<file path="src/rtl/cbm_pkg.sv">
package cbm_pkg;
  typedef enum logic [1:0] {
    MIR_VERT   = 2'd0,
    MIR_HORZ   = 2'd1,
    MIR_ONE_LO = 2'd2,
    MIR_ONE_HI = 2'd3
  } mirror_e;

  localparam int CHR_SLOTS = 8;
  localparam int PRG_SLOTS = 3;

  localparam logic [2:0] WIN_LOW  = 3'b011;
  localparam logic [2:0] WIN_CMD  = 3'b100;
  localparam logic [2:0] WIN_PAR  = 3'b101;
  localparam logic [2:0] WIN_B2   = 3'b110;
  localparam logic [2:0] WIN_TOP  = 3'b111;

  localparam logic [3:0] OP_LOWWIN = 4'h8;
  localparam logic [3:0] OP_PRG0   = 4'h9;
  localparam logic [3:0] OP_MIRROR = 4'hC;
  localparam logic [3:0] OP_IRQ0   = 4'hD;
endpackage

</file>
<file path="src/rtl/cbm_cmd_regs.sv">
module cbm_cmd_regs
  import cbm_pkg::*;
#(
  parameter int PRG_BANK_W = 6,
  parameter int CHR_BANK_W = 8
) (
  input  logic                                     clk,
  input  logic                                     rst,
  input  logic [15:0]                              cpu_addr,
  input  logic [7:0]                               cpu_data,
  input  logic                                     cpu_wr,
  output logic [CHR_SLOTS-1:0][CHR_BANK_W-1:0]     chr_bank,
  output logic [PRG_SLOTS-1:0][PRG_BANK_W-1:0]     prg_bank,
  output logic [PRG_BANK_W-1:0]                    low_bank,
  output logic                                     low_ram_sel,
  output logic                                     low_ram_en,
  output mirror_e                                  mirror,
  output logic                                     irq_we,
  output logic [1:0]                               irq_sel,
  output logic [7:0]                               irq_data
);
  logic [3:0] cmd_q;
  logic       cmd_wr, par_wr;

  assign cmd_wr = cpu_wr && (cpu_addr[15:13] == WIN_CMD);
  assign par_wr = cpu_wr && (cpu_addr[15:13] == WIN_PAR);

  always_ff @(posedge clk) begin
    if (rst)         cmd_q <= '0;
    else if (cmd_wr) cmd_q <= cpu_data[3:0];
  end

  for (genvar gi = 0; gi < CHR_SLOTS; gi++) begin : g_chr
    always_ff @(posedge clk) begin
      if (rst)
        chr_bank[gi] <= '0;
      else if (par_wr && cmd_q == 4'(gi))
        chr_bank[gi] <= cpu_data[CHR_BANK_W-1:0];
    end
  end

  for (genvar gj = 0; gj < PRG_SLOTS; gj++) begin : g_prg
    always_ff @(posedge clk) begin
      if (rst)
        prg_bank[gj] <= '0;
      else if (par_wr && cmd_q == 4'(OP_PRG0 + gj))
        prg_bank[gj] <= cpu_data[PRG_BANK_W-1:0];
    end
  end

  always_ff @(posedge clk) begin
    if (rst) begin
      low_bank    <= '0;
      low_ram_sel <= 1'b0;
      low_ram_en  <= 1'b0;
      mirror      <= MIR_VERT;
    end else if (par_wr) begin
      if (cmd_q == OP_LOWWIN) begin
        low_bank    <= cpu_data[PRG_BANK_W-1:0];
        low_ram_sel <= cpu_data[6];
        low_ram_en  <= cpu_data[7];
      end
      if (cmd_q == OP_MIRROR)
        mirror <= mirror_e'(cpu_data[1:0]);
    end
  end

  always_ff @(posedge clk) begin
    if (rst) begin
      irq_we   <= 1'b0;
      irq_sel  <= '0;
      irq_data <= '0;
    end else begin
      irq_we   <= par_wr && (cmd_q >= OP_IRQ0);
      irq_sel  <= cmd_q[1:0] - 2'd1;
      irq_data <= cpu_data;
    end
  end

  // command index changes only after a command-window write
  p_cmd_hold_r1: assert property (@(posedge clk) disable iff (rst)
    (!$past(rst) && !($past(cpu_wr) && $past(cpu_addr[15:13]) == WIN_CMD)) |-> $stable(cmd_q));
  // the strobe always follows a CPU write
  p_irq_after_write_r10: assert property (@(posedge clk) disable iff (rst)
    irq_we |-> $past(cpu_wr));
  // bank state untouched by the forwarded commands
  p_irq_no_bank_r10: assert property (@(posedge clk) disable iff (rst)
    (!$past(rst) && irq_we) |-> ($stable(prg_bank) && $stable(chr_bank) && $stable(low_bank)));
endmodule

</file>
<file path="src/rtl/cbm_prg_map.sv">
module cbm_prg_map
  import cbm_pkg::*;
#(
  parameter int PRG_BANK_W = 6,
  parameter int PRG_BANKS  = 64
) (
  input  logic                                 clk,
  input  logic                                 rst,
  input  logic [15:0]                          cpu_addr,
  input  logic                                 cpu_wr,
  input  logic [PRG_SLOTS-1:0][PRG_BANK_W-1:0] prg_bank,
  input  logic [PRG_BANK_W-1:0]                low_bank,
  input  logic                                 low_ram_sel,
  input  logic                                 low_ram_en,
  output logic [PRG_BANK_W+12:0]               prg_addr,
  output logic                                 rom_ce,
  output logic                                 ram_ce,
  output logic                                 ram_we,
  output logic                                 open_bus
);
  localparam int                  PRG_AW    = PRG_BANK_W + 13;
  localparam logic [PRG_BANK_W-1:0] LAST_BANK = PRG_BANK_W'(PRG_BANKS - 1);

  logic [PRG_BANK_W-1:0] bank_d;
  logic                  rom_hit, ram_hit, open_hit;

  always_comb begin
    bank_d   = '0;
    rom_hit  = 1'b0;
    ram_hit  = 1'b0;
    open_hit = 1'b0;
    unique case (cpu_addr[15:13])
      WIN_LOW: begin
        bank_d = low_bank;
        if (!low_ram_sel)     rom_hit  = 1'b1;
        else if (low_ram_en)  ram_hit  = 1'b1;
        else                  open_hit = 1'b1;
      end
      WIN_CMD: begin bank_d = prg_bank[0]; rom_hit = 1'b1; end
      WIN_PAR: begin bank_d = prg_bank[1]; rom_hit = 1'b1; end
      WIN_B2:  begin bank_d = prg_bank[2]; rom_hit = 1'b1; end
      WIN_TOP: begin bank_d = LAST_BANK;   rom_hit = 1'b1; end
      default: ;
    endcase
  end

  always_ff @(posedge clk) begin
    if (rst) begin
      prg_addr <= '0;
      rom_ce   <= 1'b0;
      ram_ce   <= 1'b0;
      ram_we   <= 1'b0;
      open_bus <= 1'b0;
    end else begin
      prg_addr <= PRG_AW'({bank_d, cpu_addr[12:0]});
      rom_ce   <= rom_hit && !cpu_wr;
      ram_ce   <= ram_hit;
      ram_we   <= ram_hit && cpu_wr;
      open_bus <= open_hit;
    end
  end

  // ROM is never enabled for a write cycle
  p_no_rom_on_write_r11: assert property (@(posedge clk) disable iff (rst)
    $past(cpu_wr) |-> !rom_ce);
  // top window always lands in the final bank
  p_fixed_top_r5: assert property (@(posedge clk) disable iff (rst)
    (!$past(rst) && $past(cpu_addr[15:13]) == WIN_TOP) |-> prg_addr[PRG_AW-1:13] == LAST_BANK);
  // at most one source answers
  p_one_source_r8: assert property (@(posedge clk) disable iff (rst)
    $countones({rom_ce, ram_ce, open_bus}) <= 1);
  // disabled RAM is never written
  p_open_quiet_r8: assert property (@(posedge clk) disable iff (rst)
    open_bus |-> !ram_we && !ram_ce);
endmodule

</file>
<file path="src/rtl/cbm_chr_map.sv">
module cbm_chr_map
  import cbm_pkg::*;
#(
  parameter int CHR_BANK_W = 8
) (
  input  logic                                 clk,
  input  logic                                 rst,
  input  logic [13:0]                          ppu_addr,
  input  logic [CHR_SLOTS-1:0][CHR_BANK_W-1:0] chr_bank,
  input  mirror_e                              mirror,
  output logic [CHR_BANK_W+9:0]                chr_addr,
  output logic                                 chr_ce,
  output logic                                 nt_a10,
  output logic                                 nt_ce
);
  localparam int CHR_AW = CHR_BANK_W + 10;

  logic a10_d;

  always_comb begin
    unique case (mirror)
      MIR_VERT:   a10_d = ppu_addr[10];
      MIR_HORZ:   a10_d = ppu_addr[11];
      MIR_ONE_LO: a10_d = 1'b0;
      default:    a10_d = 1'b1;
    endcase
  end

  always_ff @(posedge clk) begin
    if (rst) begin
      chr_addr <= '0;
      chr_ce   <= 1'b0;
      nt_a10   <= 1'b0;
      nt_ce    <= 1'b0;
    end else begin
      chr_addr <= CHR_AW'({chr_bank[ppu_addr[12:10]], ppu_addr[9:0]});
      chr_ce   <= !ppu_addr[13];
      nt_a10   <= a10_d;
      nt_ce    <= ppu_addr[13];
    end
  end

  // pattern and nametable accesses are exclusive
  p_chr_nt_excl_r3: assert property (@(posedge clk) disable iff (rst)
    !(chr_ce && nt_ce));
  // single-screen low mode pins the page select low
  p_single_lo_r9: assert property (@(posedge clk) disable iff (rst)
    (!$past(rst) && $past(mirror) == MIR_ONE_LO) |-> !nt_a10);
  // single-screen high mode pins the page select high
  p_single_hi_r9: assert property (@(posedge clk) disable iff (rst)
    (!$past(rst) && $past(mirror) == MIR_ONE_HI) |-> nt_a10);
endmodule

</file>
<file path="src/rtl/cmd_bank_mapper.sv">
module cmd_bank_mapper
  import cbm_pkg::*;
#(
  parameter int PRG_BANK_W = 6,
  parameter int PRG_BANKS  = 64,
  parameter int CHR_BANK_W = 8
) (
  input  logic                      clk,
  input  logic                      rst,
  input  logic [15:0]               cpu_addr,
  input  logic [7:0]                cpu_data,
  input  logic                      cpu_wr,
  input  logic [13:0]               ppu_addr,
  output logic [PRG_BANK_W+12:0]    prg_addr,
  output logic                      prg_rom_ce,
  output logic                      prg_ram_ce,
  output logic                      prg_ram_we,
  output logic                      open_bus,
  output logic [CHR_BANK_W+9:0]     chr_addr,
  output logic                      chr_ce,
  output logic                      nt_a10,
  output logic                      nt_ce,
  output logic                      irq_cmd_we,
  output logic [1:0]                irq_cmd_sel,
  output logic [7:0]                irq_cmd_data
);
  logic [CHR_SLOTS-1:0][CHR_BANK_W-1:0] chr_bank;
  logic [PRG_SLOTS-1:0][PRG_BANK_W-1:0] prg_bank;
  logic [PRG_BANK_W-1:0]                low_bank;
  logic                                 low_ram_sel, low_ram_en;
  mirror_e                              mirror;

  cbm_cmd_regs #(.PRG_BANK_W(PRG_BANK_W), .CHR_BANK_W(CHR_BANK_W)) u_regs (
    .clk(clk), .rst(rst), .cpu_addr(cpu_addr), .cpu_data(cpu_data), .cpu_wr(cpu_wr),
    .chr_bank(chr_bank), .prg_bank(prg_bank), .low_bank(low_bank),
    .low_ram_sel(low_ram_sel), .low_ram_en(low_ram_en), .mirror(mirror),
    .irq_we(irq_cmd_we), .irq_sel(irq_cmd_sel), .irq_data(irq_cmd_data)
  );

  cbm_prg_map #(.PRG_BANK_W(PRG_BANK_W), .PRG_BANKS(PRG_BANKS)) u_prg (
    .clk(clk), .rst(rst), .cpu_addr(cpu_addr), .cpu_wr(cpu_wr),
    .prg_bank(prg_bank), .low_bank(low_bank),
    .low_ram_sel(low_ram_sel), .low_ram_en(low_ram_en),
    .prg_addr(prg_addr), .rom_ce(prg_rom_ce), .ram_ce(prg_ram_ce),
    .ram_we(prg_ram_we), .open_bus(open_bus)
  );

  cbm_chr_map #(.CHR_BANK_W(CHR_BANK_W)) u_chr (
    .clk(clk), .rst(rst), .ppu_addr(ppu_addr), .chr_bank(chr_bank), .mirror(mirror),
    .chr_addr(chr_addr), .chr_ce(chr_ce), .nt_a10(nt_a10), .nt_ce(nt_ce)
  );

  // outputs idle in the first cycle after reset
  p_reset_idle_r12: assert property (@(posedge clk)
    $past(rst) |-> !prg_ram_ce && !prg_ram_we && !irq_cmd_we && !open_bus);
endmodule

</file>
<file path="config.mk">
export PLATFORM = sky130hd
export DESIGN_NAME = cmd_bank_mapper
export DESIGN_NICKNAME = d
export VERILOG_FILES = /design/src/rtl/cbm_pkg.sv /design/src/rtl/cbm_cmd_regs.sv /design/src/rtl/cbm_prg_map.sv /design/src/rtl/cbm_chr_map.sv /design/src/rtl/cmd_bank_mapper.sv
export SDC_FILE = /design/constraint.sdc
export NUM_CORES = 1
export LEC_CHECK = 0
export BUFFER_PORTS_ARGS = -buffer_cell sky130_fd_sc_hd__buf_4
export CORE_MARGIN = 4
export CORE_UTILIZATION = 25
export CTS_CLUSTER_SIZE = 24
export DETAILED_ROUTE_END_ITERATION = 16
export GPL_TIMING_DRIVEN = 1
export PLACE_DENSITY = 0.4
export SYNTH_ARGS = -nofsm -noshare
export SYNTH_HDL_FRONTEND = slang
export SYNTH_HIERARCHICAL = 1
export SYNTH_SLANG_ARGS = --single-unit
export TNS_END_PERCENT = 5
</file>
<file path="constraint.sdc">
create_clock -name clk -period 1.4 [get_ports clk]
set_input_delay 0.28 -clock clk [delete_from_list [all_inputs] [get_ports clk]]
set_output_delay 0.28 -clock clk [all_outputs]
set_load 0.03 [all_outputs]
</file>
### After elaboration in Yosys (flattened, before gate mapping)

Index checks and enable logic that the tools add are counted.
Widths: inputs -> output; s select.

* word-level logic and storage cells: 86
* input bits: 41
* bits in registers: 151

* bitwise gates (word level): 2
* mux-type cells: 10
* reductions and logical operators: 24
* equality and inequality tests: 19
* add/subtract/negate cells: 1
* magnitude comparators: 2

Operator list (count)
* $pmux 6 s5: 1
* $bmux 8 s3: 1
* $eq 4x4->1 const B: 5
* $eq 4x3->1 const B: 4
* $logic_and 1x1->1: 16
* $eq 3x3->1 const B: 4
* $eq 4x2->1 const B: 2
* $mux 8: 1
* $mux 1: 5
* $eq 4x1->1 const B: 1
* $ge 4x4->1 const B: 1
* $logic_not 4->1: 1
* $lt 3x4->1 const B: 1
* $reduce_and 2->1: 2
* $reduce_or 4->1: 1
* $eq 3x2->1 const B: 1
* $pmux 1 s3: 1
* $reduce_or 3->1: 1
* $eq 2x1->1 const B: 1
* $eq 2x2->1 const B: 1
* $logic_not 1->1: 2
* $logic_not 2->1: 1
* $not 1->1: 2
* $pmux 1 s2: 1
* $sub 2x1->2 const B: 1

### Longest topological paths before layout

* depth after elaboration: 4
* gate-level depth with buffers: 5
* depth with buffers taken out: 5

### Cells and area by module

Netlist, hierarchy kept.

Modules (own cells, without submodules)
* cbm_cmd_regs: cells each 376, area an instance 4235.3 sq um, sequential area each 2142.1 sq um, instances 1
* cbm_chr_map: cells each 76, area an instance 1063.5 sq um, sequential area each 420.4 sq um, instances 1
* cbm_prg_map: cells each 77, area an instance 854.6 sq um, sequential area each 460.4 sq um, instances 1

### Least setup slack after synthesis

Ideal clock, no wire load.

* kind: input to register
* start: input ppu_addr[10]
* end: register u_chr.chr_addr[10]
* arrival time: 1193 ps
* data required time: 1272 ps
* setup time: 128 ps
* path buffers: 2
* setup slack: 79 ps
* cell stages on the path: 5
* cell sequence: buf_6 -> buf_12 -> mux4_2 -> mux2i_1 -> nor2_1

* cells in the longest elaborated chain, start to end: 2

RTL lines
* from (decl): RTL line cmd_bank_mapper.sv:13 `input logic [13:0] ppu_addr,`
* $bmux 8 s3: RTL line cbm_chr_map.sv:36 `chr_addr <= CHR_AW'({chr_bank[ppu_addr[12:10]], ppu_addr[9:0]});`
* $mux 8 (not written as such): RTL line cbm_chr_map.sv:36
* to (signal assigned): RTL line cbm_chr_map.sv:36
* to (decl): RTL line cbm_chr_map.sv:11 `output logic [CHR_BANK_W+9:0] chr_addr,`

Every way passes these cells. The select of a mux whose other input is x is not followed.
A chain may end at the register's enable or synchronous reset.

### Worst setup path after layout

* start: register u_regs.cmd_q[2]
* end: register u_regs/chr_bank[63] (netlist name)

* cells in the longest elaborated chain, start to end: 2

RTL lines
* from (decl): RTL line cbm_cmd_regs.sv:22 `logic [3:0] cmd_q;`
* from (signal assigned): RTL line cbm_cmd_regs.sv:30 `else if (cmd_wr) cmd_q <= cpu_data[3:0];`
* $eq 4x3->1: RTL line cbm_cmd_regs.sv:37 `else if (par_wr && cmd_q == 4'(gi))`
* $logic_and 1x1->1: RTL line cbm_cmd_regs.sv:37
* to (signal, indexed assignment): RTL line cbm_cmd_regs.sv:38 `chr_bank[gi] <= cpu_data[CHR_BANK_W-1:0];`
* to (decl): RTL line cbm_cmd_regs.sv:12 `output logic [CHR_SLOTS-1:0][CHR_BANK_W-1:0] chr_bank,`

Every way passes these cells.

==> results_dict.tcl <==
set metrics [dict create \
    grt_max_degree 30 \
    cellLeakagePower_nw 3.27 \
    synth_warnings 6 \
    status "complete, no violations" \
    grt_overflow 0 \
    power.switching_mw 2.21 \
    die_h_um 165 \
    antenna_found_initial 0 \
    dieArea_um2 27200 \
    drive_above_1_share_pct 30.6 \
    insertion_delay_ps 410 \
    vias 4081 \
    port_buffers 95 \
    syn_nets 574 \
    finalCritPeriodShare_pct 96.2 \
    synthAdderAreaFrac_pct 0.813 \
    ys_seq_elements 151 \
    switching_share_pct 22.9 \
    insertedDiodeCount 0 \
    fin_crit_ps 1350 \
    placed_cells 946 \
    finalNonFillerCells 977 \
    critPathRequiredTime_ps 1740 \
    drc 0 \
    wire_per_inst_um 15.9 \
    numCtsBuffers 17 \
    worstHoldPathCells 2 \
    pwr-share-comb_pct 8.0 \
    avgSynthCellArea_um2 11.6 \
    grt_pass1_wl_mm 24.4 \
    crit_path_end_kind "register" \
    start_util_pct 25.4 \
    slew_headroom_pct 76.9 \
    routabilityCongestion 0.703 \
    wl_met3_um 632 \
    setup_viol 0 \
    hold_buffers 0 \
    design_area_um2 8090 \
    synth_compound_area_share_pct 1.91 \
    reg2regPathDepth 3 \
    grt_pass1_vias 4286 \
    cts_root_buf "clkbuf_16" \
    final_util_pct 33.4 \
    die_w_um 165 \
    antenna_left 0 \
    grt_usage_pct 11.8 \
    core_um2 24200 \
    hp-class "in2reg" \
    cts_max_level 4 \
    path_max_fanout 8 \
    avgViaCountPerCell 4.18 \
    clock_sinks 151 \
    place_area_um2 7470 \
    drtPass1Iterations 4 \
    wl_mm 15.6 \
    synthSimpleGateAreaFrac_pct 18.8 \
    crit_type "reg2reg" \
    nNetsFinal 686 \
    setup.worst_path.start_class "register" \
    synthXorXnorAreaFrac_pct 0 \
    p_int_mw 7.45 \
    max_freq_mhz 743 \
    synth_area_um2 6150 \
    area_growth_syn_to_layout_pct 31.5 \
    seqPwrFrac_pct 45.5 \
    n_fill_cell 2487 \
    worst_pin_slew_ps 345 \
    powerDensity_nw_per_um2 1190 \
    hold_violations 0 \
    synthCells 529 \
    synth.distinct_cells 38 \
    rsz0062_at_grt "false" \
    ios 96 \
    clk_path_buf_depth 2 \
    clock_skew_ps 7.21 \
    clk_pin_slew_worst_paths_ps 60 \
    rows 57 \
    drtIter0Drc 129 \
    arrival_ps 1680 \
    met1_length_mm 7.23 \
    dr_wl_met2_mm 7.54 \
    synthMuxAreaShare_pct 24.2 \
    finalPower_mw 9.66 \
    maxSlewViolCount 0 \
    maxCapViolations 0 \
    ir_drop_uv 594 \
    clkPwrFrac_pct 46.5 \
    top_layer "met4" \
    dp.final_hpwl_mm 10.8 \
    synth_top_family_by_area "multiplexers" \
    synth-seq-area-share_pct 49.1 \
    cts_tree "yes" \
]
==> cell usage after synthesis (all sizes together) <==
cell     number  area (um2)
a2111oi       1        8.76
nand3b        1        7.51
and2b         4        32.5
inv          12        45.0
and4b         1        10.0
nand2b      108         683
nor3          2        10.0
nor2b        23         144
nor2         14        52.6
and3          8        85.1
or2b          1        7.51
a21oi         5        25.0
and2          1        6.26
mux2          2        22.5
o221ai        2        17.5
mux4         16         387
a31oi         1        6.26
and4bb        3        37.5
ha            4        50.1
o21ai         1        5.00
nor3b         1        7.51
buf          23         206
nor4          1        21.3
nand2         8        32.5
nand3         2        20.0
mux2i       108        1080
clkbuf       17        63.8
o21a          4        30.0
dfxtp       151        3020
o22ai         4        25.0
==> critical path: stages, from the launching register on <==
cell and delay (ps):
dfxtp_1 410, nor2b_2 250, and3_4 370, mux2i_1 220
==> area by class of cell <==
type	instances	area, um2	share of cell area [%]
tap	324	405	5.01
sequential	151	3030	37.4
clock buffer	20	457	5.64
clock inverter	11	125	1.55
timing repair buffer	133	1190	14.7
multi-input combinational	326	2850	35.2
inverter	12	45.0	0.557
==> what timing repair did <==
item / in CTS / in global routing
buffers inserted: 0 / 0
endpoints found under the setup margin: 5 / 40
pin swaps: 0 / 0
gates resized for setup: 3 / 10
==> power by group through the flow <==
stage / combinational [mW] / sequential, mW / clock (mW)
finish: 0.771 / 4.39 / 4.49
global route: 0.829 / 4.40 / 4.85
CTS: 0.788 / 4.39 / 4.67
detailed placement: 0.784 / 4.49 / 0
global placement: 0.784 / 4.49 / 0
floorplan: 0.280 / 4.61 / 0
==> cells in the final DEF, fill, tap and decap left out, drive strengths merged, types with 13 or more instances in the layout <==
master  synthesis  final
buf            23    133
clkbuf         17     20
dfxtp         151    151
inv            12     13
mux2i         108    108
mux4           16     16
nand2b        108    108
nor2           14     14
nor2b          23     23
==> path summary, 6_finish.rpt <==
check	slack [ps]	to	start
min	20	u_chr/chr_ce$_SDFF_PP0_	ppu_addr[13]
max reg2reg	50	u_regs/chr_bank[63]$_SDFFE_PP0P_	u_regs/cmd_q[2]$_SDFFE_PP0P_
max	50	u_regs/chr_bank[63]$_SDFFE_PP0P_	u_regs/cmd_q[2]$_SDFFE_PP0P_
min reg2reg	440	u_prg/prg_addr[13]$_SDFF_PP0_	u_regs/low_bank[0]$_SDFFE_PP0P_
==> stage by stage <==
step | setup slack, ps | TNS (ps) | hold WS (ps)
after floorplan | 79.4 | 0 | 352
after global placement | -179 | -6700 | 442
after detailed placement | -184 | -7650 | 442
after CTS | 4.40 | 0 | 2.00
after global routing | 0.597 | 0 | 1.06
final | 53.2 | 0 | 22.2
==> state kept, by name, summed over array words and instances (netlist names), 2 cells and up <==
name and flops:
u_regs/chr_bank 64, u_regs/mirror 2, u_regs/irq_sel 2, u_regs/low_bank 6, u_chr/chr_addr 18, u_regs/prg_bank 18, u_regs/cmd_q 4, u_prg/prg_addr 19
u_regs/irq_data 8
==> cells by family after synthesis <==
family	count (synthesis)
DFF	151
buffers and inverters	52
muxes	126
AOI/OAI and AO/OA	18
adders and majority gates	4
and+or+nand+nor	178
==> metal layers <==
layer | track usage [%] | vias up
met5 | 0 | -
met4 | 3.82 | 0
met3 | 2.32 | 9
met2 | 20.1 | 84
met1 | 14.9 | 1970
li1 | - | 2018
Power figures use the tool's default switching activity.
